<file path="src/rtl/rrv_pkg.sv">
`timescale 1ns/1ps
package rrv_pkg;

    // Reason the pointer moves in a given cycle
    typedef enum logic [1:0] {
        ADV_NONE = 2'b00,
        ADV_HIT  = 2'b01,
        ADV_FILL = 2'b10,
        ADV_BOTH = 2'b11
    } adv_cause_e;

endpackage

</file>
<file path="src/rtl/rrv_hit_detect.sv">
`timescale 1ns/1ps
module rrv_hit_detect #(
    parameter int IDX_W = 6
) (
    input  logic             acc_vld,
    input  logic [IDX_W-1:0] acc_idx,
    input  logic [IDX_W-1:0] ptr,
    input  logic             fill_req,
    output rrv_pkg::adv_cause_e cause
);
    import rrv_pkg::*;

    logic hit_on_ptr;

    always_comb begin
        hit_on_ptr = acc_vld && (acc_idx == ptr);
        case ({fill_req, hit_on_ptr})
            2'b01:   cause = ADV_HIT;
            2'b10:   cause = ADV_FILL;
            2'b11:   cause = ADV_BOTH;
            default: cause = ADV_NONE;
        endcase
    end

endmodule

</file>
<file path="src/rtl/rrv_ptr_step.sv">
`timescale 1ns/1ps
module rrv_ptr_step #(
    parameter int ENTRIES = 64,
    parameter int IDX_W   = 6
) (
    input  logic [IDX_W-1:0] cur,
    input  logic             adv,
    output logic [IDX_W-1:0] nxt
);
    localparam bit POW2 = ((1 << IDX_W) == ENTRIES);
    localparam logic [IDX_W-1:0] LAST = IDX_W'(ENTRIES - 1);

    logic [IDX_W-1:0] inc;

    generate
        if (POW2) begin : g_pow2
            // natural wrap of the counter width
            always_comb inc = cur + 1'b1;
        end else begin : g_mod
            always_comb inc = (cur == LAST) ? '0 : cur + 1'b1;
        end
    endgenerate

    always_comb nxt = adv ? inc : cur;

endmodule

</file>
<file path="src/rtl/rrv_victim_sel.sv">
`timescale 1ns/1ps
module rrv_victim_sel #(
    parameter int ENTRIES = 64,
    parameter int IDX_W   = $clog2(ENTRIES)
) (
    input  logic             clk,
    input  logic             rst_n,
    input  logic             acc_vld,
    input  logic [IDX_W-1:0] acc_idx,
    input  logic             fill_req,
    output logic [IDX_W-1:0] victim_idx
);
    import rrv_pkg::*;

    typedef struct packed {
        logic [IDX_W-1:0] ptr;
    } sel_state_t;

    sel_state_t st_d, st_q;
    adv_cause_e cause;
    logic       adv;
    logic [IDX_W-1:0] ptr_nxt;

    rrv_hit_detect #(.IDX_W(IDX_W)) u_hit (
        .acc_vld  (acc_vld),
        .acc_idx  (acc_idx),
        .ptr      (st_q.ptr),
        .fill_req (fill_req),
        .cause    (cause)
    );

    rrv_ptr_step #(.ENTRIES(ENTRIES), .IDX_W(IDX_W)) u_step (
        .cur (st_q.ptr),
        .adv (adv),
        .nxt (ptr_nxt)
    );

    always_comb begin
        // any cause, or both together, gives a single step
        adv    = (cause != ADV_NONE);
        st_d   = st_q;
        st_d.ptr = ptr_nxt;
    end

    always_ff @(posedge clk or negedge rst_n) begin
        if (!rst_n) st_q <= '0;
        else        st_q <= st_d;
    end

    assign victim_idx = st_q.ptr;

endmodule

</file>
<file path="config.mk">
export PLATFORM = sky130hd
export DESIGN_NAME = rrv_victim_sel
export DESIGN_NICKNAME = d
export VERILOG_FILES = /design/src/rtl/rrv_pkg.sv /design/src/rtl/rrv_hit_detect.sv /design/src/rtl/rrv_ptr_step.sv /design/src/rtl/rrv_victim_sel.sv
export SDC_FILE = /design/constraint.sdc
export NUM_CORES = 1
export LEC_CHECK = 0
export BUFFER_PORTS_ARGS = -buffer_cell sky130_fd_sc_hd__clkbuf_2
export CAP_MARGIN = 10
export CORE_AREA = 2 2 39 41
export CTS_CLUSTER_SIZE = 10
export DETAILED_ROUTE_END_ITERATION = 12
export DIE_AREA = 0 0 41 43
export PLACE_DENSITY = 0.65
export SYNTH_ARGS = -nofsm -noshare
export SYNTH_HDL_FRONTEND = slang
export SYNTH_SLANG_ARGS = --single-unit
</file>
<file path="constraint.sdc">
create_clock -name clk -period 1.6 [get_ports clk]
set_clock_uncertainty 0.2 [all_clocks]
set_input_delay 0.32 -clock clk [delete_from_list [all_inputs] [get_ports clk]]
set_output_delay 0.32 -clock clk [all_outputs]
set_load 0.03 [all_outputs]
</file>
* Yosys cells after proc, flatten, opt, wreduce, memory -nomap -nowiden
Index checks and enable logic that the tools add are counted.
** Operators by class
- Multiplexer cells :: 1
- Reduce and logical (&&, ||, !) cells :: 2
- Eq/ne operators :: 4
- $add $sub $neg :: 1
** Operators with widths (count)
- adder 6 x 1 -> 6 bit, second input constant :: 1
- equality test 6 bit :: 1
- one-hot mux 2 bit (3 select lines) :: 1
- equality test 2 bit, second input constant :: 2
- equality test 2 x 1 -> 1 bit, second input constant :: 1
- nonzero test 2 bit :: 1
- logical AND 1 bit :: 1
** Word-level totals
- Bits in registers :: 6
- Input bits :: 10

* Depth between registers and ports, before layout
- Depth after elaboration :: 5
- Gate-level depth with buffers :: 5
- Mapped depth without buffers :: 5

* By module
Synthesis repeated with hierarchy kept, for this count alone.
** Second synthesis, totals
- Cells, all modules :: 28
- Area total of the unflattened synthesis :: 331.6 um2
** By module, submodules not included
- rrv_victim_sel :: seq. area each 150.1 um2, cells an instance 7, area an instance 156.4 um2, instances 1
- rrv_ptr_step :: seq. area each 0.0 um2, cells an instance 12, area an instance 100.1 um2, instances 1
- rrv_hit_detect :: seq. area each 0.0 um2, cells an instance 9, area an instance 75.1 um2, instances 1

* Worst setup path before layout
Ideal clock, no wire load.
- Path kind :: register to register
- From :: register st_q (netlist bit victim_idx[1])
- To :: register st_q (netlist bit victim_idx[1])
- Arrival time :: 1.432 ns
- Slack :: -0.157 ns
- Path buffers :: 0
- Data required time :: 1.275 ns
- Cell stages (with the launch flop) :: 5
- Path through :: dfrtp_1 xnor2_1 and3_4 a21oi_4 mux2_4
** Between the ends
- Longest elaborated chain between the ends :: 5
- Elaborated cells on any way between the ends :: 8
- Classes of those cells :: 1 x add/sub; 4 x eq/ne; 1 x mux; 2 x reduce/logical
** Ends and longest elaborated chain
- start, declared :: RTL line rrv_victim_sel.sv:19 : sel_state_t st_d, st_q;
- start signal, assigned :: RTL line rrv_victim_sel.sv:47 : else st_q <= st_d;
- equality test 6 bit :: RTL line rrv_hit_detect.sv:16 : hit_on_ptr = acc_vld && (acc_idx == ptr);
- logical AND 1 bit :: RTL line rrv_hit_detect.sv:16
- equality test 2 bit / equality test 2 x 1 -> 1 bit (equally long branches) :: RTL line rrv_hit_detect.sv:17 : case ({fill_req, hit_on_ptr})
- one-hot mux 2 bit (3 select lines) :: RTL line rrv_hit_detect.sv:17
- nonzero test 2 bit :: RTL line rrv_victim_sel.sv:40 : adv = (cause != ADV_NONE);
Parallel ways exist; a longest one is shown, timed or not.
A chain may end at the register's enable or synchronous reset.

* Worst setup path after layout
Same ends and word-level chain as after synthesis.

==> metrics.txt <==
# TYPE chip_impl_metric gauge
chip_impl_info{name="run_status",value="completed"} 1
chip_impl_metric{name="initialDrtViolationCount",unit=""} 5
chip_impl_metric{name="synthesis.area",unit="um2"} 423
chip_impl_metric{name="clock_insertion_delay_worst_skew",unit="ns"} 0.25
chip_impl_metric{name="rrSetupSlack",unit="ns"} 0.003
chip_impl_metric{name="cellPowerDensity",unit="nW/um2"} 2000
chip_impl_metric{name="yosysTopAreaCellShare",unit="%"} 35.5
chip_impl_info{name="synthFlopType",value="sky130_fd_sc_hd__dfrtp_1"} 1
chip_impl_metric{name="post_route_cells_drive_above_1_share",unit="%"} 64.8
chip_impl_metric{name="filler_cell_count",unit=""} 128
chip_impl_metric{name="synthAdderAreaFrac",unit="%"} 2.96
chip_impl_info{name="ctsRootBufferMaster",value="sky130_fd_sc_hd__clkbuf_4"} 1
chip_impl_metric{name="setup_viol",unit=""} 0
chip_impl_info{name="grt_setup_unrepaired",value="true"} 1
chip_impl_metric{name="count_of_flip_flops_with_a_built_in_enable_after_synthesis",unit=""} 0
chip_impl_metric{name="buffer_ports.inserted",unit=""} 15
chip_impl_metric{name="largest_register_ffs",unit=""} 6
chip_impl_metric{name="grt.overflow.total",unit=""} 0
chip_impl_metric{name="route.antenna.remaining_nets",unit=""} 0
chip_impl_info{name="synth_area_leaders",value="sky130_fd_sc_hd__dfrtp_1 36%, sky130_fd_sc_hd__xnor2_1 14%, sky130_fd_sc_hd__nand4_1 10%"} 1
chip_impl_info{name="cp-end-kind",value="flip-flop"} 1
chip_impl_metric{name="multi_input_area",unit="um2"} 310
chip_impl_metric{name="synth.ff_latch_count",unit=""} 6
chip_impl_metric{name="p_leak",unit="uW"} 0.000338
chip_impl_metric{name="insertedDiodeCount",unit=""} 0
chip_impl_info{name="crit_slowest_cell",value="sky130_fd_sc_hd__dfrtp_2"} 1
chip_impl_metric{name="final.setup.tns",unit="ns"} 0
chip_impl_metric{name="max_cap_violations",unit=""} 0
chip_impl_metric{name="post-route-min-period",unit="ns"} 1.60
chip_impl_metric{name="slew_headroom",unit="%"} 84.2
chip_impl_metric{name="largest_stage_delay_on_the_critical_path",unit="ns"} 0.43
chip_impl_metric{name="ios",unit=""} 16
chip_impl_metric{name="height_of_the_die",unit="um"} 43
chip_impl_metric{name="synth-compound-area-share",unit="%"} 16.0
chip_impl_info{name="synth.top_cells.by_count",value="7 x sky130_fd_sc_hd__nand4_1, 7 x sky130_fd_sc_hd__xnor2_1, 6 x sky130_fd_sc_hd__dfrtp_1"} 1
chip_impl_metric{name="yosys_warnings",unit=""} 0
chip_impl_metric{name="grt_util_all_layers",unit="%"} 16.0
chip_impl_metric{name="timing_max_transition_violations_final",unit=""} 0
chip_impl_metric{name="timing.final.crit_share",unit="%"} 99.8
chip_impl_metric{name="synthCells",unit=""} 40
chip_impl_metric{name="maximum_number_of_pins_on_one_net_before_global_route_repair",unit=""} 8
chip_impl_metric{name="asyncSetResetFlopFracSynth",unit="%"} 100
chip_impl_metric{name="place.detailed.hpwl",unit="um"} 908
chip_impl_metric{name="drt-total-wl",unit="um"} 1200
chip_impl_metric{name="areaGrowthSynthToFinish",unit="%"} 63.3
chip_impl_metric{name="worst_ir_drop_vdd",unit="mV"} 0.855
chip_impl_metric{name="yosys.cell_types.count",unit=""} 19
chip_impl_metric{name="fmaxAchievable",unit="MHz"} 626
chip_impl_metric{name="placement_rows",unit=""} 14
chip_impl_metric{name="placedCellCount",unit=""} 81
chip_impl_metric{name="vias_in_the_first_global_route",unit=""} 435
chip_impl_metric{name="synth_xor_area_share",unit="%"} 18.6
chip_impl_metric{name="first_pass_iters",unit=""} 4
chip_impl_metric{name="finalHoldViolCount",unit=""} 0
chip_impl_metric{name="antenna_found_initial",unit=""} 0
chip_impl_metric{name="cp.required",unit="ns"} 1.54
chip_impl_metric{name="route.vias.total",unit=""} 462
chip_impl_metric{name="drt-vias-per-instance",unit=""} 5.31
chip_impl_metric{name="htree_num_levels",unit=""} 1
chip_impl_metric{name="mappedNetlistNets",unit=""} 51
chip_impl_metric{name="synth.yosys.seq_area_share",unit="%"} 35.5
chip_impl_metric{name="coreArea",unit="um2"} 1380
chip_impl_metric{name="area.sequential",unit="um2"} 155
chip_impl_metric{name="chipWidth",unit="um"} 41
chip_impl_metric{name="numCtsBuffers",unit=""} 3
chip_impl_metric{name="crit_fanout",unit=""} 4
chip_impl_info{name="synth_top_area_cell",value="sky130_fd_sc_hd__dfrtp_1"} 1
chip_impl_metric{name="worst_ep_arrival_time",unit="ns"} 1.53
chip_impl_metric{name="finish.net_count",unit=""} 84
chip_impl_metric{name="synthMuxAreaShare",unit="%"} 3.55
chip_impl_metric{name="initial_utilization",unit="%"} 30.6
chip_impl_metric{name="clk_transition_reported_paths",unit="ns"} 0.05
chip_impl_metric{name="dieArea",unit="um2"} 1760
chip_impl_info{name="cts_tree",value="yes"} 1
chip_impl_info{name="hold_crit_class",value="in -> async"} 1
chip_impl_metric{name="cts-root-to-sink-buffers",unit=""} 2
chip_impl_info{name="synth_top_family_by_area",value="simple AND/OR/NAND/NOR gates"} 1
chip_impl_metric{name="first_pass_grt_wire_length",unit="um"} 1810
chip_impl_info{name="type_of_element_launching_the_critical_path",value="flip-flop"} 1
chip_impl_metric{name="synth.avg_cell_area",unit="um2"} 10.6
chip_impl_metric{name="post_layout_nonfiller_instances",unit=""} 87
chip_impl_metric{name="cts_num_sinks",unit=""} 6
chip_impl_info{name="cells_along_the_critical_path",value="xnor2_2 > and3_4 > a21oi_4 > mux2_4"} 1
chip_impl_metric{name="post-route-cell-area",unit="um2"} 691
chip_impl_metric{name="slew_worst_pin",unit="ns"} 0.233
chip_impl_metric{name="gp_congestion",unit=""} 0.747
chip_impl_metric{name="dpl-instance-area",unit="um2"} 598
chip_impl_info{name="timing_worst_setup_path_type",value="reg -> reg"} 1
chip_impl_metric{name="synth-simple-area-share",unit="%"} 21.6
chip_impl_metric{name="avgRoutedWirePerCell",unit="um"} 13.8
chip_impl_metric{name="remaining_drc_errors",unit=""} 0
## worst paths after layout
kind	startpoint	to	cells after the start
max	victim_idx[1]	victim_idx[1]	4
min	rst_n	victim_idx[5]	2
max reg2reg	victim_idx[1]	victim_idx[1]	4
min reg2reg	victim_idx[3]	victim_idx[3]	2
max in group asynchronous	rst_n	victim_idx[2]	2
min in group clk	fill_req	victim_idx[2]	3
## layout by cell type, fill, tap and decap left out
cell,n
sky130_fd_sc_hd__a211o_1,1
sky130_fd_sc_hd__a211o_2,1
sky130_fd_sc_hd__a21oi_4,1
sky130_fd_sc_hd__and3_1,1
sky130_fd_sc_hd__and3_2,1
sky130_fd_sc_hd__and3_4,1
sky130_fd_sc_hd__and4_4,1
sky130_fd_sc_hd__buf_4,12
sky130_fd_sc_hd__clkbuf_2,15
sky130_fd_sc_hd__clkbuf_4,3
sky130_fd_sc_hd__dfrtp_1,2
sky130_fd_sc_hd__dfrtp_2,4
sky130_fd_sc_hd__dlygate4sd3_1,1
sky130_fd_sc_hd__ha_1,1
sky130_fd_sc_hd__inv_1,2
sky130_fd_sc_hd__mux2_4,1
sky130_fd_sc_hd__nand2b_1,1
sky130_fd_sc_hd__nand3_1,1
sky130_fd_sc_hd__nand4_1,7
sky130_fd_sc_hd__o2111ai_1,1
sky130_fd_sc_hd__o21ai_0,1
sky130_fd_sc_hd__o21ai_1,2
sky130_fd_sc_hd__o311ai_1,1
sky130_fd_sc_hd__xnor2_1,1
sky130_fd_sc_hd__xnor2_2,6
sky130_fd_sc_hd__xor2_1,2
## layout make-up
class                   count  share of cell area [%]
clock buffers               3                    3.26
well taps                  16                    2.90
repair buffers             28                    25.4
inverters                   2                    1.09
flip-flops and latches      6                    22.5
multi-input cells          32                    44.9
## metrics by stage
stage          util, %  total power (uW)  hold slack, ns  setup slack [ns]
3_5_place_dp      43.2              1110         -0.0414           -0.0263
5_1_grt           49.9              1450           0.254           -0.0330
6_report          49.9              1380           0.238           0.00337
2_1_floorplan        -               765          -0.176           -0.0928
3_3_place_gp      43.2              1090         -0.0382           0.00762
4_1_cts           48.3              1330           0.240           0.00399
## where the power goes
group	internal (uW)	leakage, uW	switching (uW)
sequential	233	0.0000627	84.2
clock	85.1	0.0000138	58.2
combinational	448	0.000262	472
total	766	0.000338	614
## critical path, delay by kind of cell, from the launching register on
family,cells,cell delay (ns)
xor+xnor,1,0.16
mux,1,0.31
simple gates,1,0.21
compound gates,1,0.17
flops,1,0.43
## layer usage
metal,track usage (%),wire length [um]
met1,17.2,479
met2,25.6,645
met3,7.85,69
met4,6.00,6
met5,0,0
## logic make-up (layout without fill, tap and decap cells)
| kind of cell | count (synthesis) | in the layout |
|---|---|---|
| flip-flops | 6 | 6 |
| buffers and inverters | 2 | 33 |
| AO/OA/AOI/OAI | 8 | 8 |
| multiplexers | 1 | 1 |
| adder cells (fa/ha/maj) | 1 | 1 |
| AND/OR/NAND/NOR | 13 | 13 |
| XOR/XNOR | 9 | 9 |
## timing repair
item | 4_1_cts | 5_1_grt
hold buffers | 1 | 0
setup buffers | 2 | 0
pin swaps | 1 | 1
setup endpoints to repair | 4 | 4
resized for setup | 3 | 5
hold endpoints to repair | 6 | 0
No activity file was read; power rests on OpenSTA's default activity.
